--- config.mk ---
export PLATFORM = sky130hd
export DESIGN_NAME = media_port_sel
export DESIGN_NICKNAME = d
export VERILOG_FILES = /design/src/rtl/msel_pkg.sv /design/src/rtl/msel_sync.sv /design/src/rtl/msel_silence_timer.sv /design/src/rtl/msel_fsm.sv /design/src/rtl/media_port_sel.sv
export SDC_FILE = /design/constraint.sdc
export NUM_CORES = 1
export LEC_CHECK = 0
export ABC_CLOCK_PERIOD_IN_PS = 6600
export BUFFER_PORTS_ARGS = -buffer_cell sky130_fd_sc_hd__buf_2
export CAP_MARGIN = 25
export CORE_AREA = 2 2 70 72
export DETAILED_ROUTE_END_ITERATION = 10
export DIE_AREA = 0 0 72 74
export PLACE_DENSITY = 0.55
export SETUP_SLACK_MARGIN = 0.5
export SLEW_MARGIN = 10
export SYNTH_ARGS = -nofsm -noshare
export SYNTH_HDL_FRONTEND = slang
export SYNTH_SLANG_ARGS = --single-unit
--- constraint.sdc ---
create_clock -name clk -period 6.6 [get_ports clk]
set_clock_uncertainty 0.2 [all_clocks]
set_input_delay 1.98 -clock clk [delete_from_list [all_inputs] [get_ports clk]]
set_output_delay 1.98 -clock clk [all_outputs]
set_load 0.1 [all_outputs]
--- src/rtl/msel_pkg.sv ---
package msel_pkg;
    typedef enum logic [1:0] {
        ST_AUI    = 2'd0,
        ST_TP     = 2'd1,
        ST_TO_TP  = 2'd2,
        ST_TO_AUI = 2'd3
    } sel_state_t;
endpackage

--- src/rtl/msel_sync.sv ---
module msel_sync #(
    parameter int STAGES = 2
) (
    input  logic clk,
    input  logic rst,
    input  logic d,
    output logic q
);
    generate
        if (STAGES <= 1) begin : g_single
            logic r;
            always_ff @(posedge clk) begin
                if (rst) r <= 1'b0;
                else     r <= d;
            end
            assign q = r;
        end else begin : g_chain
            logic [STAGES-1:0] chain;
            always_ff @(posedge clk) begin
                if (rst) chain <= '0;
                else     chain <= {chain[STAGES-2:0], d};
            end
            assign q = chain[STAGES-1];
        end
    endgenerate
endmodule

--- src/rtl/msel_silence_timer.sv ---
module msel_silence_timer #(
    parameter int TIMEOUT_CYC = 5_000_000
) (
    input  logic clk,
    input  logic rst,
    input  logic activity,
    output logic silent
);
    localparam int CW = $clog2(TIMEOUT_CYC + 1);
    localparam logic [CW-1:0] LIMIT = CW'(TIMEOUT_CYC);

    logic [CW-1:0] cnt;

    always_ff @(posedge clk) begin
        if (rst)              cnt <= '0;
        else if (activity)    cnt <= '0;
        else if (cnt < LIMIT) cnt <= cnt + 1'b1;
    end

    assign silent = (cnt == LIMIT);
endmodule

--- src/rtl/msel_fsm.sv ---
module msel_fsm
    import msel_pkg::*;
(
    input  logic clk,
    input  logic rst,
    input  logic auto_mode,
    input  logic manual_tp,
    input  logic activity,
    input  logic silent,
    input  logic fallback_en,
    input  logic busy,
    output logic tp_sel
);
    sel_state_t state, state_nx;
    logic       target_tp;
    logic       want_tp;

    assign target_tp = (state == ST_TP) || (state == ST_TO_TP);

    always_comb begin
        if (!auto_mode)                want_tp = manual_tp;
        else if (activity)             want_tp = 1'b1;
        else if (silent && fallback_en) want_tp = 1'b0;
        else                           want_tp = target_tp;
    end

    always_comb begin
        state_nx = state;
        unique case (state)
            ST_AUI:    if (want_tp)  state_nx = busy ? ST_TO_TP  : ST_TP;
            ST_TO_TP:  if (!want_tp) state_nx = ST_AUI;
                       else if (!busy) state_nx = ST_TP;
            ST_TP:     if (!want_tp) state_nx = busy ? ST_TO_AUI : ST_AUI;
            ST_TO_AUI: if (want_tp)  state_nx = ST_TP;
                       else if (!busy) state_nx = ST_AUI;
            default:   state_nx = ST_AUI;
        endcase
    end

    always_ff @(posedge clk) begin
        if (rst) state <= ST_AUI;
        else     state <= state_nx;
    end

    always_comb begin
        unique case (state)
            ST_TP, ST_TO_AUI: tp_sel = 1'b1;
            default:          tp_sel = 1'b0;
        endcase
    end
endmodule

--- src/rtl/media_port_sel.sv ---
module media_port_sel #(
    parameter int TIMEOUT_CYC = 5_000_000,
    parameter int SYNC_STAGES = 2
) (
    input  logic clk,
    input  logic rst,
    input  logic auto_mode_i,
    input  logic port_pin_i,
    output logic port_pin_o,
    output logic port_pin_oe,
    input  logic link_pulse_i,
    input  logic frame_det_i,
    input  logic link_chk_dis_i,
    input  logic loopback_i,
    input  logic tx_busy_i,
    input  logic rx_busy_i,
    output logic tp_sel_o
);
    logic pin_s;
    logic activity;
    logic silent;
    logic sel;
    logic loop_unused;

    assign activity    = link_pulse_i | frame_det_i;
    assign loop_unused = loopback_i;

    msel_sync #(.STAGES(SYNC_STAGES)) u_sync (
        .clk (clk),
        .rst (rst),
        .d   (port_pin_i),
        .q   (pin_s)
    );

    msel_silence_timer #(.TIMEOUT_CYC(TIMEOUT_CYC)) u_timer (
        .clk      (clk),
        .rst      (rst),
        .activity (activity),
        .silent   (silent)
    );

    msel_fsm u_fsm (
        .clk         (clk),
        .rst         (rst),
        .auto_mode   (auto_mode_i),
        .manual_tp   (pin_s),
        .activity    (activity),
        .silent      (silent),
        .fallback_en (~link_chk_dis_i),
        .busy        (tx_busy_i | rx_busy_i),
        .tp_sel      (sel)
    );

    assign tp_sel_o    = sel;
    assign port_pin_o  = sel;
    assign port_pin_oe = auto_mode_i & ~rst;
endmodule

* After elaboration in Yosys (flattened, before gate mapping)
Cells that the tools add are included.
** Cells by class
- $add $sub $neg :: 1
- Order comparisons :: 1
- Eq/ne operators :: 8
- Mux-type cells :: 13
- Bitwise gates (word level) :: 5
- Reductions and logical operators :: 6
** Operator list (count)
- $add A23 B1 Y23 const B :: 1
- $eq A23 B23 Y1 const B :: 1
- $lt A23 B23 Y1 const B :: 1
- $mux W2 :: 8
- $pmux W2 S4 :: 1
- $ne A3 B3 Y1 const B :: 2
- $eq A2 B2 Y1 const B :: 2
- $mux W1 :: 4
- $reduce_and A4 Y1 :: 1
- $reduce_or A2 Y1 :: 2
- $eq A2 B1 Y1 const B :: 1
- $logic_not A2 Y1 :: 1
- $ne A2 B1 Y1 const B :: 1
- $ne A2 B2 Y1 const B :: 1
- $not A1 Y1 :: 2
- $or A1 B1 Y1 :: 2
- $and A1 B1 Y1 :: 1
- $logic_and A1 B1 Y1 :: 1
- $logic_or A1 B1 Y1 :: 1
** Storage, ports and cells
- Flip-flop bits (word level) :: 27
- Bits of input ports :: 10
- Output and inout port bits :: 3
- Logic and storage cells :: 37

* Logic depth before layout (Yosys ltp)
Gate-level depths: netlist of run 1.
- Depth in word-level cells :: 7
- Depth in mapped cells :: 7
- Gate-level depth less buffers :: 7

* Modules after synthesis
From an unflattened synthesis of run 1, not the netlist that was laid out.
** Unflattened totals
- Cell total of the unflattened synthesis :: 202
- Area total of the unflattened synthesis :: 1677.9 um^2
** Modules (own cells, without submodules)
- msel_silence_timer :: instances 1, cells an instance 162, area an instance 1336.3 um^2, seq. area each 460.4 um^2
- msel_fsm :: instances 1, cells an instance 31, area an instance 259.0 um^2, seq. area each 40.0 um^2
- msel_sync :: instances 1, cells an instance 4, area an instance 52.6 um^2, seq. area each 40.0 um^2
- media_port_sel :: instances 1, cells an instance 5, area an instance 30.0 um^2, seq. area each 0.0 um^2

* Worst setup path before layout of run 1
No wires, ideal clock.
- Path kind :: input to output
- Start point :: input rst
- End point :: output port_pin_oe
- Arrival :: 3.463 ns
- Data required time :: 4.420 ns
- Path slack :: 0.957 ns
- Stages :: 2
- Buffers on the path :: 1
- Cells stage by stage :: buf_4 > nor2b_1
** Between the ends
- Word-level cells in the longest chain between the ends :: 2
** Ends and longest elaborated chain
- start: declaration :: line media_port_sel.sv:6 : input logic rst,
- $not A1 Y1 :: line media_port_sel.sv:56 : assign port_pin_oe = auto_mode_i & ~rst;
- $and A1 B1 Y1 :: line media_port_sel.sv:56
- end: declaration :: line media_port_sel.sv:10 : output logic port_pin_oe,
No other way between the ends.

* Worst setup path after layout of run 1
Same ends and word-level chain as after synthesis.

==> results of run 1 <==
per-layer routing:
layer	vias up	GRT usage, %	routed length (microns)
li1	714	-	-
met1	627	17.79	1687
met2	22	22.22	1497
met3	4	1.626	67
met4	0	5.031	55
met5	-	0	0
flip-flops by register name (all words and copies together), names as in the netlist:
signal	cells
u_fsm.state	2
u_sync.g_chain.chain	2
u_timer.cnt	23
cell usage in the layout, fill, tap and decap left out, drive strengths merged, types with 7 or more instances in the layout:
cell type  synthesis  final
ha                 7      7
dfxtp             27     27
o31ai              7      7
or3               11     11
buf                3     12
or4                9      9
nor2              13     13
inv               11     11
nand2             10     10
nand3              8      8
o21ai             12     12
a21oi             25     25
final timing paths:
kind                                              start                 endpoint  slack [ps]  cells past startpoint
worst min-delay path            u_sync.g_chain.chain[0]  u_sync.g_chain.chain[1]         260                      1
worst min register to register  u_sync.g_chain.chain[0]  u_sync.g_chain.chain[1]         260                      1
worst max-delay path                                rst              port_pin_oe        1750                      3
worst max register to register          u_timer.cnt[20]           u_fsm.state[0]        4080                      5
power by group through the flow:
stage	sequential, mW	clock (mW)	combinational [mW]
after floorplan	0.174	0	0.0709
after global placement	0.174	0	0.0822
after detailed placement	0.174	0	0.0812
after CTS	0.171	0.101	0.0818
after global routing	0.171	0.106	0.0899
final	0.170	0.0991	0.0817
cell families (layout without fill, tap and decap cells):
logic type | count (synthesis) | in the layout | synth area share (%)
flip-flops | 27 | 27 | 34.50
multiplexers | 4 | 4 | 2.716
adder cells (fa/ha/maj) | 7 | 7 | 5.591
AND/OR/NAND/NOR | 74 | 74 | 28.52
buffers and inverters | 20 | 27 | 5.351
XOR/XNOR | 2 | 2 | 1.118
AO/OA/AOI/OAI | 56 | 56 | 22.21
layout make-up:
| class | instances | area [sq um] | area share, % |
|---|---|---|---|
| multi-input combinational | 143 | 942.2 | 55.45 |
| clock buffer | 4 | 45.04 | 2.651 |
| timing repair buffer | 12 | 62.56 | 3.682 |
| sequential | 27 | 540.5 | 31.81 |
| inverter | 11 | 41.29 | 2.430 |
| tap | 54 | 67.56 | 3.976 |
==> impl_results.md, run 1 <==
* Crit start category: primary input
* Fin worst setup slack at 1754 ps
* Ys flop type: dfxtp_1
* Final worst path period need at 4846 ps
* Lkg Pwr at 0.5852 nW
* Sequential share of the synthesized area at 34.50%
* # clock sinks at 27
* Sw frac at 33.08%
* Chip width at 72 microns
* Clk slew on worst S/H paths at 100 ps
* Worst-path fanout max at 9
* Slew HR at 42.04%
* Post-cts sizing count at 0
* Final worst path period share at 73.42%
* Vias in the first global route at 1,214
* Drt pass-1 iters at 4
* CP delay by family, top: buffers and inverters
* Count leader, synth: dfxtp_1
* Clock Tree Root: clkbuf_8
* Routability cong. at 0.7771
* Share of layout cells above drive strength 1 at 13.20%
* Synth Warn # at 0
* WS Path Type: primary input to output port
* Post-placement cell area at 1654 sq um
* PortBufs at 11
* HP Class: flip-flop to flip-flop
* Rows at 25
* CP endpoint kind: output port
* Setup repair bufs after CTS at 0
* Post-synth ARST share at 0%
* Register bit total from synthesis at 27
* Number of hold buffers added after cts at 0
* Die ar. at 5328 sq um
* CTS H-tree lvls at 1
* Combinational Power Share at 23.3%
* Pre-CTS WS at 1754 ps
* Overall Power at 0.3513 mW
* Post-synth top cells: dfxtp_1, a21oi_1, nor2_1
* Max IR drop VDD at 0.0001109 V
* Max Fclk at 0.2064 GHz
* Dpl cells at 247
* Layout Nets at 215
* Setup TNS at 0 ps
* First DRT Iteration DRCs at 57
* Routed wire length at 3307 microns
* Remaining DRCs at 0
* First-pass GRT wire length at 5616 microns
* Clk buf depth at 2
* Syn_area_per_cell at 8.245 sq um
* CP max-delay cell: buf_2
* Synth unique cells at 43
* Hpwl dp at 2351 microns
* WL/cell at 13.18 microns
* Synth top area share at 34.50%
* Register share of total power at 48.5%
* RSZ-0062 raised after global routing: no
* Synthesized net count at 207
* Final Hold Fails at 0
* Worst EP arrival at 2670 ps
* Buffers and inverters on the worst path at 2
* Die H at 74 microns
* EDFF count, synth at 0
* Final cell count without fillers at 251
* Synth area leader: dfxtp_1
* Clock share of power at 28.2%
* Max incr delay on CP at 420 ps
* CTS buffer count at 3
* Switching power at 0.1162 mW
* GRT Util Overall at 13.31%
* Slew @ Worst Pin at 869.4 ps
* WHS at 256.1 ps
* Cell Area, Synth at 1567 sq um
* Fin area at 1699 sq um
* TritonCTS clock tree: built
* Final setup vio count at 0
* CP required at 4420 ps
* Via/cell ratio at 5.446
* Routed Antenna Nets at 0
* DR vias at 1,367
* Ant diodes at 0
* Max-cap violation count at 0
* Core Area at 4598 sq um
* Outcome: completed
* Max Slew Vio Count at 0
* Grt ovf at 0
* Largest net degree at the start of global routing at 23
* CP cell instances: buf_2 -> nor2b_1 -> buf_2
* Final Core Density at 36.95%
* Pint at 0.2351 mW
* Total power per unit cell area at 206.7 nW/um^2
* Initial Util at 34.07%
* IO Pins at 13
* Top post-synthesis cells by area: dfxtp_1, a21oi_1, ha_1
* Initial antenna violation count at 0
* Layout Area Growth over Synthesis at 8.467%
* Worst skew pair latency at 280 ps
* Most used cell, CP: buf_2
* Gate Count Post-Synth at 190
* Fill count at 488
Power figures use the tool's default switching activity.
==> run 2: changes to the inputs <==
ABC_AREA = 1   (was unset)
ABC_CLOCK_PERIOD_IN_PS = 4450   (was 6600)
CORE_AREA = 2 2 77 79   (was 2 2 70 72)
DIE_AREA = 0 0 79 81   (was 0 0 72 74)
PLACE_DENSITY = 0.56   (was 0.55)
clock period = 4.45 ns   (was 6.6 ns; I/O delays follow)
==> run 2 against run 1 <==
  * Non-clock buffer count decreased by 1
  * Cell area increased by 20%
  * Total power rose by 70%
  * Synthesized area rose by 22%
  * Combinational power increased by 140%
  * Hold slack worse by 48 ps
  * Sequential cell count is the same
  * Sequential share of layout area is 5.2 points lower
  * Cell count up 46%
  * Count of clock-buffer cells in the layout unchanged
  * First-iteration DRC count unchanged
  * Largest power group unchanged
  * Highest routed layer unchanged
==> impl_results.md, run 2 <==
* Largest registers: u_timer.cnt: 23 flops, u_fsm.state: 2 flops, u_sync.g_chain.chain: 2 flops
* Synth top area share at 28.35% (-6.2 points)
* Post-placement cell area at 1988 sq um (+20%)
* Hpwl dp at 3172 microns (+35%)
* Grt ovf at 0 (unchanged)
* Fill count at 626 (+28%)
* Synth area leader: dfxtp_1
* WS Path Type: primary input to output port
* CTS H-tree lvls at 1 (unchanged)
* Die ar. at 6399 sq um (+20%)
* Synth unique cells at 30 (-30%)
* Ant diodes at 0 (unchanged)
* Die H at 81 microns (+9.5%)
* CTS buffer count at 3 (unchanged)
* Initial Util at 33.60% (-0.47 points)
* Max incr delay on CP at 420 ps (about the same)
* Slew HR at 50.67% (+8.6 points)
* Worst-path fanout max at 6 (-3)
* Routability cong. at 0.8777 (+13%)
* Gate Count Post-Synth at 286 (+51%)
* Pre-CTS WS at 908.0 ps (-846.0 ps)
* Hold_sp: u_sync.g_chain.chain[0]
* CP cell instances: buf_2 -> nor2_2 -> buf_2
* RSZ-0062 raised after global routing: no
* Max Fclk at 0.2830 GHz
* Crit. Startpoint: rst
* Most used cell, CP: buf_2
* Largest net degree at the start of global routing at 24 (+4.3%)
* Share of layout cells above drive strength 1 at 11.99% (-1.2 points)
* Routed wire length at 4205 microns (+27%)
* Vias in the first global route at 1,596 (+31%)
* CP endpoint kind: output port
* Total power per unit cell area at 293.3 nW/um^2 (+42%)
* Commonest non-fill, non-tap cell in the layout: nand2_1
* Rows at 28 (+12%)
* Layout Area Growth over Synthesis at 6.627%
* Top post-synthesis cells by area: dfxtp_1, nand2_1, xor2_1
* Max-cap violation count at 0 (unchanged)
* R2r setup slk at 2150 ps (-1930 ps)
* Routing usage on met3 at 2.333% (+0.71 points)
* Worst r2r src: u_timer.cnt[13]
* Chip width at 79 microns (+9.7%)
* Post-synth top cells: nand2_1, nor2_1, inv_1
* Final worst path period share at 79.42%
* # clock sinks at 27 (unchanged)
* Final Core Density at 35.82% (-1.1 points)
* Lkg Pwr at 0.7332 nW (+25%)
* PortBufs at 11 (unchanged)
* Synthesized net count at 303 (+46%)
* First-pass GRT wire length at 7396 microns (+32%)
* Ys flop type: dfxtp_1
* Register bit total from synthesis at 27 (unchanged)
* Max IR drop VDD at 0.0003383 V (+200%)
* TritonCTS clock tree: built
* Post-synth ARST share at 0% (unchanged)
* Synth Warn # at 0 (unchanged)
* Commonest cells after routing, fill and taps aside: nand2_1, nor2_1, inv_1
* GR peak layer: met2
* Layout Nets at 310 (+44%)
* Initial antenna violation count at 0 (unchanged)
* Worst skew pair latency at 270 ps (about the same)
* Syn_area_per_cell at 6.667 sq um (-19%)
* Cell Area, Synth at 1907 sq um (+22%)
* Clk buf depth at 2 (unchanged)
* DR vias at 1,696 (+24%)
* Drt pass-1 iters at 4 (unchanged)
* First DRT Iteration DRCs at 57 (unchanged)
* Remaining DRCs at 0 (unchanged)
* Final Hold Fails at 0 (unchanged)
* Fin area at 2033 sq um (+20%)
* Routed Antenna Nets at 0 (unchanged)
* Slew @ Worst Pin at 739.2 ps (-130.2 ps)
* Via/cell ratio at 4.621 (-15%)
* Max reg flops at 23 (unchanged)
* Sequential share of the synthesized area at 28.35% (-6.2 points)
* IO Pins at 13 (unchanged)
* Global Route met2 Usage at 24.92% (+2.7 points)
* Setup repair bufs after CTS at 0 (unchanged)
* Post-cts sizing count at 0 (unchanged)
* Reg with most FFs: u_timer.cnt
* EDFF count, synth at 0 (unchanged)
* Outcome: completed
* Clk slew on worst S/H paths at 90 ps (about the same)
* WL/cell at 11.46 microns (-13%)
* Core Area at 5675 sq um (+23%)
* Fin worst setup slack at 915.8 ps (-838.3 ps)
* Crit start category: primary input
* Final worst path period need at 3534 ps
* Count leader, synth: nand2_1
* Final setup vio count at 0 (unchanged)
* Worst EP arrival at 2000 ps (-670 ps)
* CP required at 2910 ps (-1510 ps)
* CP max-delay cell: buf_2
* Number of hold buffers added after cts at 0 (unchanged)
* Setup TNS at 0 ps (unchanged)
* Clock Tree Root: clkbuf_8
* Max Slew Vio Count at 0 (unchanged)
* Routing usage on met1 at 18.73% (+0.94 points)
* GRT Util Overall at 14.46% (+1.2 points)
* HP Class: flip-flop to flip-flop
run 2: cell type report:
cell class | count | area [sq um] | area share (%)
Tap cell | 75 | 93.84 | 4.615
Timing Repair Buffer | 11 | 55.05 | 2.708
Multi-Input combinational cell | 218 | 1179 | 57.97
Clock buffer | 4 | 45.04 | 2.215
Inverter | 32 | 120.1 | 5.908
Sequential cell | 27 | 540.5 | 26.58
run 2: through the flow:
step	power, mW	hold slack, ps	cells
2_1_floorplan	0.4374	188.3	286
3_3_place_gp	0.4620	190.5	363
3_5_place_dp	0.4641	200.9	363
4_1_cts	0.6079	215.0	367
5_1_grt	0.6428	241.4	367
6_report	0.5963	208.6	367
run 2: cells by family after synthesis:
kind of cell | after synthesis | synth area share, %
simple gates | 161 | 39.37
buf+inv | 41 | 9.974
compound gates | 29 | 8.071
flops | 27 | 28.35
xor+xnor | 21 | 9.646
fa+ha+maj | 7 | 4.593
run 2: final timing paths:
kind | to | cells past startpoint
setup / recovery | port_pin_oe | 3
hold / removal | u_sync.g_chain.chain[1] | 2
hold reg to reg | u_sync.g_chain.chain[1] | 2
setup reg to reg | u_timer.cnt[12] | 8
run 2: power by group:
| group | switching, mW | internal, mW | total [mW] |
|---|---|---|---|
| logic | 0.139 | 0.0553 | 0.194 |
| registers | 0.0106 | 0.252 | 0.262 |
| clock network | 0.0756 | 0.0641 | 0.140 |
run 2: critical path: cells and delay by family:
kind	cells	cell delay, ps
buf+inv	2	560
simple gates	1	100
run 2: layer usage:
| layer | up-vias | part of all wire (%) |
|---|---|---|
| li1 | 908 | - |
| met1 | 753 | 50 |
| met2 | 31 | 46 |
| met3 | 4 | 3.3 |
| met4 | 0 | 1.4 |
| met5 | - | 0 |
==> run 3: changes to the inputs <==
ABC_AREA = 0   (was 1)
ABC_CLOCK_PERIOD_IN_PS = 2900   (was 4450)
CORE_AREA = 2 2 70 72   (was 2 2 77 79)
DIE_AREA = 0 0 72 74   (was 0 0 79 81)
PLACE_DENSITY = 0.57   (was 0.56)
clock period = 2.9 ns   (was 4.45 ns; I/O delays follow)
==> run 3 against run 2 <==
  * Via count is 17% lower
  * Non-clock buffer count is 9 higher
  * Sequential cell count stayed put
  * Global-route usage is 1.4 points lower
  * Core utilization is 5.4 points higher
  * Sequential share of layout area is 2.4 points higher
  * Combinational power is 24% higher
  * Count of clock-buffer cells in the layout is 1 lower
  * Register-to-register slack worse by 1600 ps
  * Hold slack better by 44 ps
==> impl_results.md, run 3 (synthesis results as in run 1) <==
* Worst EP arrival at 2350 ps (+350 ps)
* Largest registers: u_timer.cnt: 23 flops, u_fsm.state: 2 flops, u_sync.g_chain.chain: 2 flops
* WS Path Type: flip-flop to flip-flop
* Routed wire length at 3377 microns (-20%)
* Final worst path period need at 2373 ps
* Dpl cells at 250 (-31%)
* Final setup vio count at 0 (unchanged)
* Slew HR at 66.44% (+16 points)
* Lkg Pwr at 0.6665 nW (-9.1%)
* Fill count at 478 (-24%)
* Initial Util at 34.07% (+0.47 points)
* Layout Area Growth over Synthesis at 20.93%
* # clock sinks at 27 (unchanged)
* Commonest cells after routing, fill and taps aside: a21oi_1, dfxtp_1, nor2_1
* Fin worst setup slack at 527.2 ps (-388.7 ps)
* Hold_sp: u_sync.g_chain.chain[0]
* Remaining DRCs at 0 (unchanged)
* Max Slew Vio Count at 0 (unchanged)
* Die ar. at 5328 sq um (-17%)
* Via/cell ratio at 5.452 (+18%)
* Worst skew pair latency at 280 ps (about the same)
* Crit start category: flip-flop
* Layout Nets at 223 (-28%)
* Clock share of power at 25.5% (+2.1 points)
* Setup TNS at 0 ps (unchanged)
* IO Pins at 13 (unchanged)
* Max reg flops at 23 (unchanged)
* Pint at 0.5767 mW (+55%)
* Sw frac at 32.29% (-5.5 points)
* Die H at 74 microns (-8.6%)
* Commonest non-fill, non-tap cell in the layout: a21oi_1
* Routability cong. at 0.7425 (-15%)
* Max IR drop VDD at 0.0002002 V (-41%)
* RSZ-0062 raised after global routing: yes
* Chip width at 72 microns (-8.9%)
* Clk slew on worst S/H paths at 100 ps (about the same)
* Grt ovf at 0 (unchanged)
* Total power per unit cell area at 449.6 nW/um^2 (+53%)
* Rows at 25 (-11%)
* Largest net degree at the start of global routing at 20 (-17%)
* Drt pass-1 iters at 4 (unchanged)
* Max Fclk at 0.4214 GHz
* Final cell count without fillers at 259 (-29%)
* Hpwl dp at 2367 microns (-25%)
* Outcome: completed
* CTS buffer count at 3 (unchanged)
* Vias in the first global route at 1,218 (-24%)
* Core Area at 4598 sq um (-19%)
* Crit. Startpoint: u_timer.cnt[17]
* CTS H-tree lvls at 1 (unchanged)
* Final worst path period share at 81.82%
* Clk buf depth at 2 (unchanged)
* Share of layout cells above drive strength 1 at 24.88% (+13 points)
* Slew @ Worst Pin at 503.4 ps (-235.8 ps)
* First DRT Iteration DRCs at 68 (+19%)
* Pre-CTS WS at 249.5 ps (-658.5 ps)
* DR vias at 1,412 (-17%)
* WL/cell at 13.04 microns (+14%)
* Reg with most FFs: u_timer.cnt
* Combinational Power Share at 28.2% (-4.4 points)
* CP endpoint kind: flip-flop
* Initial antenna violation count at 0 (unchanged)
* TritonCTS clock tree: built
* Max-cap violation count at 0 (unchanged)
* Clock Tree Root: clkbuf_8
* PortBufs at 11 (unchanged)
* Worst r2r src: u_timer.cnt[17]
* Register share of total power at 46.2% (+2.2 points)
* First-pass GRT wire length at 5540 microns (-25%)
* Ant diodes at 0 (unchanged)
* Routed Antenna Nets at 0 (unchanged)
* Final Hold Fails at 0 (unchanged)
* HP Class: flip-flop to flip-flop
* Worst-path fanout max at 3 (-3)
* GRT Util Overall at 13.10% (-1.4 points)
* CP required at 2870 ps (-40 ps)
* Switching power at 0.2750 mW (+22%)
==> run 3: cell count changes in the layout (fill, tap and decap cells not counted), moves of 11 or more <==
| cell | change |
|---|---|
| nand2_1 | -71 |
| nor2_1 | -22 |
| inv_1 | -20 |
| xor2_1 | -18 |
| o21ai_0 | +11 |
| or3_1 | +11 |
==> run 3: worst max-delay path: stages, from the launching register on <==
cell and delay (ps):
dfxtp_2 330, or4_4 540, or4_4 450, o21ai_4 150
mux2i_2 270, mux2_1 340
==> run 3: worst paths after layout <==
| path | endpoint | slack, ps | cells after the start |
|---|---|---|---|
| hold / removal | u_sync.g_chain.chain[1] | 250 | 1 |
| hold reg to reg | u_sync.g_chain.chain[1] | 250 | 1 |
| setup reg to reg | u_fsm.state[1] | 530 | 5 |
| setup / recovery | u_fsm.state[1] | 530 | 5 |
==> run 3: stage by stage <==
step	instance area, sq um	utilization (%)	hold WS (ps)	total power [mW]
2_1_floorplan	1584	-	213.8	0.5619
3_3_place_gp	1702	37.01	224.2	0.5898
3_5_place_dp	1702	37.01	234.9	0.5898
4_1_cts	1836	39.92	259.4	0.8588
5_1_grt	1894	41.20	276.5	0.8927
6_report	1894	41.20	252.5	0.8517
==> run 3: final cells by class <==
cell class | count | area, sq um | share of cell area [%]
Multi-Input combinational cell | 143 | 1011 | 53.37
Clock inverter | 1 | 5.005 | 0.2642
Tap cell | 54 | 67.56 | 3.567
Clock buffer | 3 | 41.29 | 2.180
Inverter | 11 | 43.79 | 2.312
Timing Repair Buffer | 20 | 176.4 | 9.313
Sequential cell | 27 | 549.3 | 29.00
==> run 3: metal layers <==
metal	global-route usage (%)	vias to the layer above	share of wire, %
met1	18.23	664	49
met2	20.58	10	48
met4	5.031	0	0.80
met3	2.033	2	2.3
met5	0	-	0
li1	-	736	-
==> run 3: power groups by stage <==
| stage | Sequential, mW | Combinational, mW | Clock (mW) |
|---|---|---|---|
| 2_1_floorplan | 0.395 | 0.167 | 0 |
| 6_report | 0.394 | 0.240 | 0.217 |
| 5_1_grt | 0.396 | 0.257 | 0.240 |
| 4_1_cts | 0.392 | 0.237 | 0.230 |
| 3_5_place_dp | 0.397 | 0.193 | 0 |
| 3_3_place_gp | 0.397 | 0.193 | 0 |
==> run 3: timing repair <==
| action | in CTS | in global routing |
|---|---|---|
| resized for setup | 18 | 12 |
| pin swaps | 3 | 4 |
| gates cloned | 0 | 0 |
| hold buffers | 0 | 0 |
| buffers inserted | 4 | 1 |
| endpoints found under the setup margin | 6 | 12 |
